File: config.mk
export PLATFORM = sky130hd
export DESIGN_NAME = frame_aperture_ctrl
export DESIGN_NICKNAME = d
export VERILOG_FILES = /design/src/rtl/fa_pkg.sv /design/src/rtl/fa_cfg.sv /design/src/rtl/fa_stream.sv /design/src/rtl/frame_aperture_ctrl.sv
export SDC_FILE = /design/constraint.sdc
export NUM_CORES = 1
export LEC_CHECK = 0
export BUFFER_PORTS_ARGS = -buffer_cell sky130_fd_sc_hd__buf_4
export CELL_PAD_IN_SITES_DETAIL_PLACEMENT = 0
export CELL_PAD_IN_SITES_GLOBAL_PLACEMENT = 1
export CORE_MARGIN = 1.5
export CORE_UTILIZATION = 39
export DETAILED_ROUTE_END_ITERATION = 10
export GPL_TIMING_DRIVEN = 0
export PLACE_DENSITY_LB_ADDON = 0.12
export REMOVE_ABC_BUFFERS = 1
export SKIP_CTS_REPAIR_TIMING = 1
export SLEW_MARGIN = 20
export SYNTH_ARGS = -nofsm -noshare
export SYNTH_HDL_FRONTEND = slang
export SYNTH_SLANG_ARGS = --single-unit
export TNS_END_PERCENT = 5
File: constraint.sdc
create_clock -name clk -period 4.7 [get_ports clk]
set_clock_uncertainty 0.2 [all_clocks]
set_input_delay 0.47 -clock clk [delete_from_list [all_inputs] [get_ports clk]]
set_output_delay 0.47 -clock clk [all_outputs]
set_load 0.005 [all_outputs]
File: src/rtl/fa_pkg.sv
package fa_pkg;
    typedef enum logic [1:0] {
        ST_IDLE  = 2'd0,
        ST_RUN   = 2'd1,
        ST_DONE  = 2'd2,
        ST_FAULT = 2'd3
    } fa_state_t;

    localparam logic [1:0] OP_READ   = 2'd0;
    localparam logic [1:0] OP_WRITE  = 2'd1;
    localparam logic [1:0] OP_FINISH = 2'd2;

    localparam logic [2:0] RA_IN_BASE  = 3'd0;
    localparam logic [2:0] RA_OUT_BASE = 3'd1;
    localparam logic [2:0] RA_FLEN     = 3'd2;
    localparam logic [2:0] RA_OLEN     = 3'd3;
    localparam logic [2:0] RA_CTRL     = 3'd4;
    localparam logic [2:0] RA_STATUS   = 3'd5;

    localparam int CTRL_START_BIT  = 0;
    localparam int CTRL_REINIT_BIT = 1;
    localparam int ST_DONE_BIT     = 4;
    localparam int ST_FAULT_BIT    = 5;
    localparam int ST_COUNT_LSB    = 16;

    localparam logic [1:0] CAUSE_IN  = 2'b01;
    localparam logic [1:0] CAUSE_OUT = 2'b10;
endpackage

File: src/rtl/fa_cfg.sv
module fa_cfg
    import fa_pkg::*;
#(
    parameter int AW = 12
) (
    input  logic          clk,
    input  logic          rst_n,
    input  logic          wr_en,
    input  logic [2:0]    addr,
    input  logic [31:0]   wdata,
    output logic [31:0]   rdata,
    output logic [AW-1:0] in_base,
    output logic [AW-1:0] out_base,
    output logic [AW:0]   frame_len,
    output logic [AW:0]   out_len,
    output logic          start_req,
    output logic          reinit_req,
    input  logic          done_ev,
    input  logic          fault_ev,
    input  logic [1:0]    fault_cause,
    input  fa_state_t     state_in,
    input  logic [AW:0]   out_count,
    output logic          irq_done,
    output logic          irq_fault
);
    logic [1:0] cause_q;
    logic       wdata_unused;

    assign wdata_unused = ^wdata[31:AW+1];
    assign start_req  = wr_en && addr == RA_CTRL && wdata[CTRL_START_BIT];
    assign reinit_req = wr_en && addr == RA_CTRL && wdata[CTRL_REINIT_BIT];

    always_ff @(posedge clk or negedge rst_n) begin
        if (!rst_n) begin
            in_base   <= '0;
            out_base  <= '0;
            frame_len <= '0;
            out_len   <= '0;
            cause_q   <= '0;
            irq_done  <= 1'b0;
            irq_fault <= 1'b0;
        end else begin
            if (wr_en) begin
                case (addr)
                    RA_IN_BASE:  in_base   <= wdata[AW-1:0];
                    RA_OUT_BASE: out_base  <= wdata[AW-1:0];
                    RA_FLEN:     frame_len <= wdata[AW:0];
                    RA_OLEN:     out_len   <= wdata[AW:0];
                    default: ;
                endcase
            end
            if (done_ev)
                irq_done <= 1'b1;
            else if (wr_en && addr == RA_STATUS && wdata[ST_DONE_BIT])
                irq_done <= 1'b0;
            if (fault_ev)
                irq_fault <= 1'b1;
            else if (wr_en && addr == RA_STATUS && wdata[ST_FAULT_BIT])
                irq_fault <= 1'b0;
            if (reinit_req)
                cause_q <= '0;
            else if (fault_ev)
                cause_q <= fault_cause;
        end
    end

    always_comb begin
        rdata = '0;
        case (addr)
            RA_IN_BASE:  rdata[AW-1:0] = in_base;
            RA_OUT_BASE: rdata[AW-1:0] = out_base;
            RA_FLEN:     rdata[AW:0]   = frame_len;
            RA_OLEN:     rdata[AW:0]   = out_len;
            RA_STATUS: begin
                rdata[1:0]                           = state_in;
                rdata[3:2]                           = cause_q;
                rdata[ST_DONE_BIT]                   = irq_done;
                rdata[ST_FAULT_BIT]                  = irq_fault;
                rdata[ST_COUNT_LSB+AW:ST_COUNT_LSB]  = out_count;
            end
            default: rdata = '0;
        endcase
    end


    w1c_done_chk: assert property (@(posedge clk) disable iff (!rst_n)
        (wr_en && addr == RA_STATUS && wdata[ST_DONE_BIT] && !done_ev) |=> !irq_done);
endmodule

File: src/rtl/fa_stream.sv
module fa_stream #(
    parameter int AW = 12
) (
    input  logic          clk,
    input  logic          rst_n,
    input  logic          clear,
    input  logic          launch,
    input  logic          launch_wr,
    input  logic [2:0]    launch_cnt,
    input  logic [AW-1:0] in_base,
    input  logic [AW-1:0] out_base,
    output logic          mem_en,
    output logic          mem_we,
    output logic [AW-1:0] mem_addr,
    output logic          rd_valid,
    output logic          wr_take,
    output logic          busy,
    output logic [AW:0]   rd_idx,
    output logic [AW:0]   wr_idx
);
    logic [2:0] remain_q;
    logic       dir_wr_q;

    assign mem_en   = remain_q != 3'd0;
    assign mem_we   = mem_en && dir_wr_q;
    assign wr_take  = mem_we;
    assign mem_addr = dir_wr_q ? out_base + wr_idx[AW-1:0] : in_base + rd_idx[AW-1:0];
    assign busy     = mem_en || rd_valid;

    always_ff @(posedge clk or negedge rst_n) begin
        if (!rst_n) begin
            remain_q <= '0;
            dir_wr_q <= 1'b0;
            rd_valid <= 1'b0;
            rd_idx   <= '0;
            wr_idx   <= '0;
        end else if (clear) begin
            remain_q <= '0;
            rd_valid <= 1'b0;
            rd_idx   <= '0;
            wr_idx   <= '0;
        end else begin
            rd_valid <= mem_en && !dir_wr_q;
            if (launch) begin
                remain_q <= launch_cnt;
                dir_wr_q <= launch_wr;
            end else if (mem_en) begin
                remain_q <= remain_q - 3'd1;
                if (dir_wr_q)
                    wr_idx <= wr_idx + 1'b1;
                else
                    rd_idx <= rd_idx + 1'b1;
            end
        end
    end


    addr_step_chk: assert property (@(posedge clk) disable iff (!rst_n)
        (mem_en && $past(remain_q) > 3'd1) |-> mem_addr == $past(mem_addr) + 1'b1);

    rd_lat_chk: assert property (@(posedge clk) disable iff (!rst_n)
        rd_valid |-> $past(mem_en && !mem_we));
endmodule

File: src/rtl/frame_aperture_ctrl.sv
module frame_aperture_ctrl
    import fa_pkg::*;
#(
    parameter int AW = 12
) (
    input  logic          clk,
    input  logic          rst_n,
    input  logic          cfg_we,
    input  logic [2:0]    cfg_addr,
    input  logic [31:0]   cfg_wdata,
    output logic [31:0]   cfg_rdata,
    input  logic          cmd_valid,
    input  logic [1:0]    cmd_op,
    input  logic [1:0]    cmd_count,
    output logic          cmd_busy,
    output logic [31:0]   rd_data,
    output logic          rd_valid,
    input  logic [31:0]   out_data,
    output logic          wr_take,
    output logic          mem_en,
    output logic          mem_we,
    output logic [AW-1:0] mem_addr,
    output logic [31:0]   mem_wdata,
    input  logic [31:0]   mem_rdata,
    output logic          irq
);
    localparam int EW = AW + 2;

    fa_state_t     state_q, state_d;
    logic [AW-1:0] in_base, out_base;
    logic [AW:0]   frame_len, out_len, rd_idx, wr_idx;
    logic          start_req, reinit_req, irq_done, irq_fault;
    logic          accept, over_rd, over_wr, launch, fault_ev, done_ev, clear;
    logic [2:0]    cnt3;
    logic [EW-1:0] rd_end, wr_end;
    logic [1:0]    cause;

    fa_cfg #(.AW(AW)) u_cfg (
        .clk(clk), .rst_n(rst_n), .wr_en(cfg_we), .addr(cfg_addr),
        .wdata(cfg_wdata), .rdata(cfg_rdata), .in_base(in_base),
        .out_base(out_base), .frame_len(frame_len), .out_len(out_len),
        .start_req(start_req), .reinit_req(reinit_req), .done_ev(done_ev),
        .fault_ev(fault_ev), .fault_cause(cause), .state_in(state_q),
        .out_count(wr_idx), .irq_done(irq_done), .irq_fault(irq_fault)
    );

    fa_stream #(.AW(AW)) u_stream (
        .clk(clk), .rst_n(rst_n), .clear(clear), .launch(launch),
        .launch_wr(cmd_op == OP_WRITE), .launch_cnt(cnt3),
        .in_base(in_base), .out_base(out_base), .mem_en(mem_en),
        .mem_we(mem_we), .mem_addr(mem_addr), .rd_valid(rd_valid),
        .wr_take(wr_take), .busy(cmd_busy), .rd_idx(rd_idx), .wr_idx(wr_idx)
    );

    assign rd_data   = mem_rdata;
    assign mem_wdata = out_data;
    assign irq       = irq_done || irq_fault;

    // state register
    always_ff @(posedge clk or negedge rst_n) begin
        if (!rst_n) state_q <= ST_IDLE;
        else        state_q <= state_d;
    end

    // command decode and events
    always_comb begin
        cnt3     = {1'b0, cmd_count} + 3'd1;
        rd_end   = {1'b0, rd_idx} + {{(EW-3){1'b0}}, cnt3};
        wr_end   = {1'b0, wr_idx} + {{(EW-3){1'b0}}, cnt3};
        over_rd  = rd_end > {1'b0, frame_len};
        over_wr  = wr_end > {1'b0, out_len};
        accept   = cmd_valid && !cmd_busy && state_q == ST_RUN && !reinit_req;
        launch   = accept && ((cmd_op == OP_READ && !over_rd) ||
                              (cmd_op == OP_WRITE && !over_wr));
        fault_ev = accept && ((cmd_op == OP_READ && over_rd) ||
                              (cmd_op == OP_WRITE && over_wr));
        done_ev  = accept && cmd_op == OP_FINISH;
        cause    = (cmd_op == OP_READ) ? CAUSE_IN : CAUSE_OUT;
        clear    = reinit_req || (start_req && state_q == ST_IDLE);
    end

    // next state
    always_comb begin
        state_d = state_q;
        unique case (state_q)
            ST_IDLE:  if (start_req && !reinit_req) state_d = ST_RUN;
            ST_RUN: begin
                if (reinit_req)    state_d = ST_IDLE;
                else if (fault_ev) state_d = ST_FAULT;
                else if (done_ev)  state_d = ST_DONE;
            end
            ST_DONE:  state_d = ST_IDLE;
            ST_FAULT: if (reinit_req) state_d = ST_IDLE;
        endcase
    end


    mem_run_chk: assert property (@(posedge clk) disable iff (!rst_n)
        mem_en |-> state_q == ST_RUN);

    fault_hold_chk: assert property (@(posedge clk) disable iff (!rst_n)
        (state_q == ST_FAULT && !reinit_req) |=> state_q == ST_FAULT);

    done_one_chk: assert property (@(posedge clk) disable iff (!rst_n)
        state_q == ST_DONE |=> state_q == ST_IDLE);

    fault_irq_chk: assert property (@(posedge clk) disable iff (!rst_n)
        $rose(irq_fault) |-> state_q == ST_FAULT && !mem_en);

    idle_hold_chk: assert property (@(posedge clk) disable iff (!rst_n)
        (state_q == ST_IDLE && !start_req) |=> state_q == ST_IDLE);
endmodule

==> results.ini <==
[outcome]
outcome=finished with violations
violations=hold timing

[global_routing]
grt_max_degree=88
gr-total-overflow=0
antenna_found_initial=0
grt_pass1_wl_um=33600
grt_pass1_vias=5352
grt_usage_pct=25.24

[setup_path]
cp-start-kind=input port
worstPathArrival_ns=4.36
cpMaxStageDelayCell=nor4_2
cp_top_family=compound AO/OA/AOI/OAI gates
crit_buf_inv=1
cpMostUsedCell=ha_1
crit_chain=buf_4 -> ha_1 -> ha_1 -> a221oi_2 -> nor4_2 -> nand3_1 -> xnor2_1 -> ha_1 -> a211o_1 -> o211ai_1 -> a21oi_1 -> o41ai_1 -> a32oi_1 -> nor2_2 -> mux2_2
cpPeakStageDelay_ns=0.51
path_class=input port to flip-flop
r2r_start=u_stream.wr_idx[1]
startpoint=cmd_count[0]
cp-end-kind=flip-flop
cp.required_ns=4.74
path_max_fanout=5

[cts]
cts_tree=yes
clock-root-buffer=clkbuf_16
cts_htree_levels=3
cts_buffers=9
numClockSinks=87
insertion_delay_ns=0.35
clk_pin_slew_ns=0.07
cts_buffer_depth=2

[sta]
rsz0062_at_grt=false
timing.final.hold_violations=16
fmax_ghz=0.2315
finalCriticalPeriod_ns=4.320
max_slew.worst_pin.slew_ns=1.194
post-route-period-util_pct=91.92
maxSlewViolCount=0
finalSetupTns_ns=0
setup_violations=0
setup_slack_ns=0.3800
hold_ws_ns=-0.02450
relSlewSlack_pct=20.26

[logic_synthesis]
syn_area_per_cell_sq_um=9.186
synth-adder-area-share_pct=11.50
synth_top_area_share_pct=31.06
yosys.area.top_type=dfrtp_1
yosysUniqueCellTypes=58
synth-simple-area-share_pct=15.48
synthMuxAreaShare_pct=11.35
netlist_instances=763
yosys_warnings=0
synth_edf_count=0
ys_seq_elements=87
netlist_top_cells_area=dfrtp_1, ha_1, buf_4
synth-compound-area-share_pct=11.25
synth-xor-area-share_pct=7.372
ys_seq_area_share_pct=31.06
synth_top_flop_cell=dfrtp_1
async_flop_share_pct=100.0
syn-cell-area_sq_um=7009
synth_top_family_by_area=simple AND/OR/NAND/NOR gates

[pwr]
power.leakage_uw=0.003496
powerDensity_nw_per_um2=470.0
p_comb_share_pct=43.5
vdd_drop_max_mv=0.2146
seqPwrFrac_pct=32.3
netSwitchingPower_uw=1331
p_sw_share_pct=37.71
p_int_uw=2199
clockPowerShare_pct=24.2

[placed_design]
pre_cts_slack_ns=0.02505
port_buffers=67
place_area_sq_um=7164
place_inst=961
place_congestion=0.8794
dp_hpwl_um=18390

[floorplanning]
die_w_um=137.1
die-area_sq_um=18790
fp-row-count=48
core-area_sq_um=17420
start_util_pct=40.24
num_io_pins=221
die_h_um=137.1

[finish]
layout_common_cells=dfrtp_1, buf_4, ha_1, nand2_1, nor2_1
layout.nets=916
layout.cells.non_filler=976
stdcell_area_sq_um=7510
layout_commonest_cell=dfrtp_1
area_growth_pct=7.140
antenna_cells=0
drive_gt1_share_pct=19.04

[drt]
vias=5390
vias_per_cell=5.523
drcViolationCount=0
drtAntennaViolNets=0
avgRoutedWirePerCell_um=23.35
drt_pass1_iterations=4
wirelength_um=22790
drt_iter0_drc=261

[min_path]
hp-class=input port to asynchronous set/reset pin

[job]
cap_violations=0

-- cell usage after synthesis (all sizes together), types with 2 or more instances --
library cell  instances
inv                  45
mux2i                21
nor3b                 2
nor4                  4
and2                 14
or2                   5
ha                   58
o21ai                34
a211o                 2
xor2                 32
nand3                14
nor2                 50
dfrtp                87
buf                  88
nand2b               10
a21o                  7
a22oi                 2
nor3                  7
a211oi                4
a21oi                44
fa                    4
mux2                 40
and4                  3
or3                   9
a31oi                 7
mux4                  6
and3                  4
nand2                53
clkbuf               12
o22ai                 7
nor2b                18
o21a                  4
o211ai                5
o21bai                3
nand4                16
xnor2                27
-- power by group through the flow --
stage	logic, uW	registers, uW	clock network, uW
floorplan	1020	1070	0
global placement	1500	1150	0
detailed placement	1540	1150	0
CTS	1550	1140	874
global route	1730	1170	902
finish	1540	1140	852
-- state kept, by name, summed over array words and instances, names as in the netlist, 3 cells and up --
name               count
u_cfg.frame_len       13
u_cfg.out_len         13
u_stream.rd_idx       13
u_stream.wr_idx       13
u_cfg.in_base         12
u_cfg.out_base        12
u_stream.remain_q      3
-- through the flow --
stage / util (%) / total power (uW) / hold WS, ns
2_1_floorplan: - / 2090 / -0.02559
3_3_place_gp: 41.02 / 2650 / 0.3186
3_5_place_dp: 41.14 / 2694 / 0.3282
4_1_cts: 43.12 / 3564 / 0.02756
5_1_grt: 43.12 / 3800 / 0.04216
6_report: 43.12 / 3530 / -0.02450
-- area by class of cell --
cell class | count | area, sq um
fillers | 1741 | 9907
repair buffers | 68 | 514.2
multi-input cells | 536 | 4023
well taps | 225 | 281.5
inverters | 45 | 168.9
clock inverters | 5 | 106.4
flip-flops and latches | 87 | 2177
clock buffers | 10 | 239.0
-- final timing paths --
kind / to / slack (ns) / depth (start not counted)
worst max-delay path: u_stream.remain_q[0] / 0.38 / 15
worst min-delay path: u_stream.wr_idx[2] / -0.02 / 1
worst max register to register: u_stream.remain_q[0] / 0.62 / 13
worst min register to register: u_cfg.out_len[12] / 0.34 / 1
max in group asynchronous: u_stream.rd_idx[1] / 3.71 / 1
min in group clk: u_cfg.frame_len[12] / 0.16 / 3
-- cells by family after synthesis --
family / Yosys count
simple gates: 212
buf+inv: 145
compound gates: 130
flops: 87
mux: 67
fa+ha+maj: 62
xor+xnor: 59
other cells: 1
-- routing by layer --
metal	part of all wire [%]	vias to the layer above	global-route usage (%)	wire, um
li1	-	2534	-	-
met1	41	2611	30.86	9393
met2	43	217	35.87	9690
met3	14	22	16.00	3287
met4	1.1	6	7.251	257
met5	0.70	-	6.944	159
Note: power is estimated with default switching activity, not from simulation.
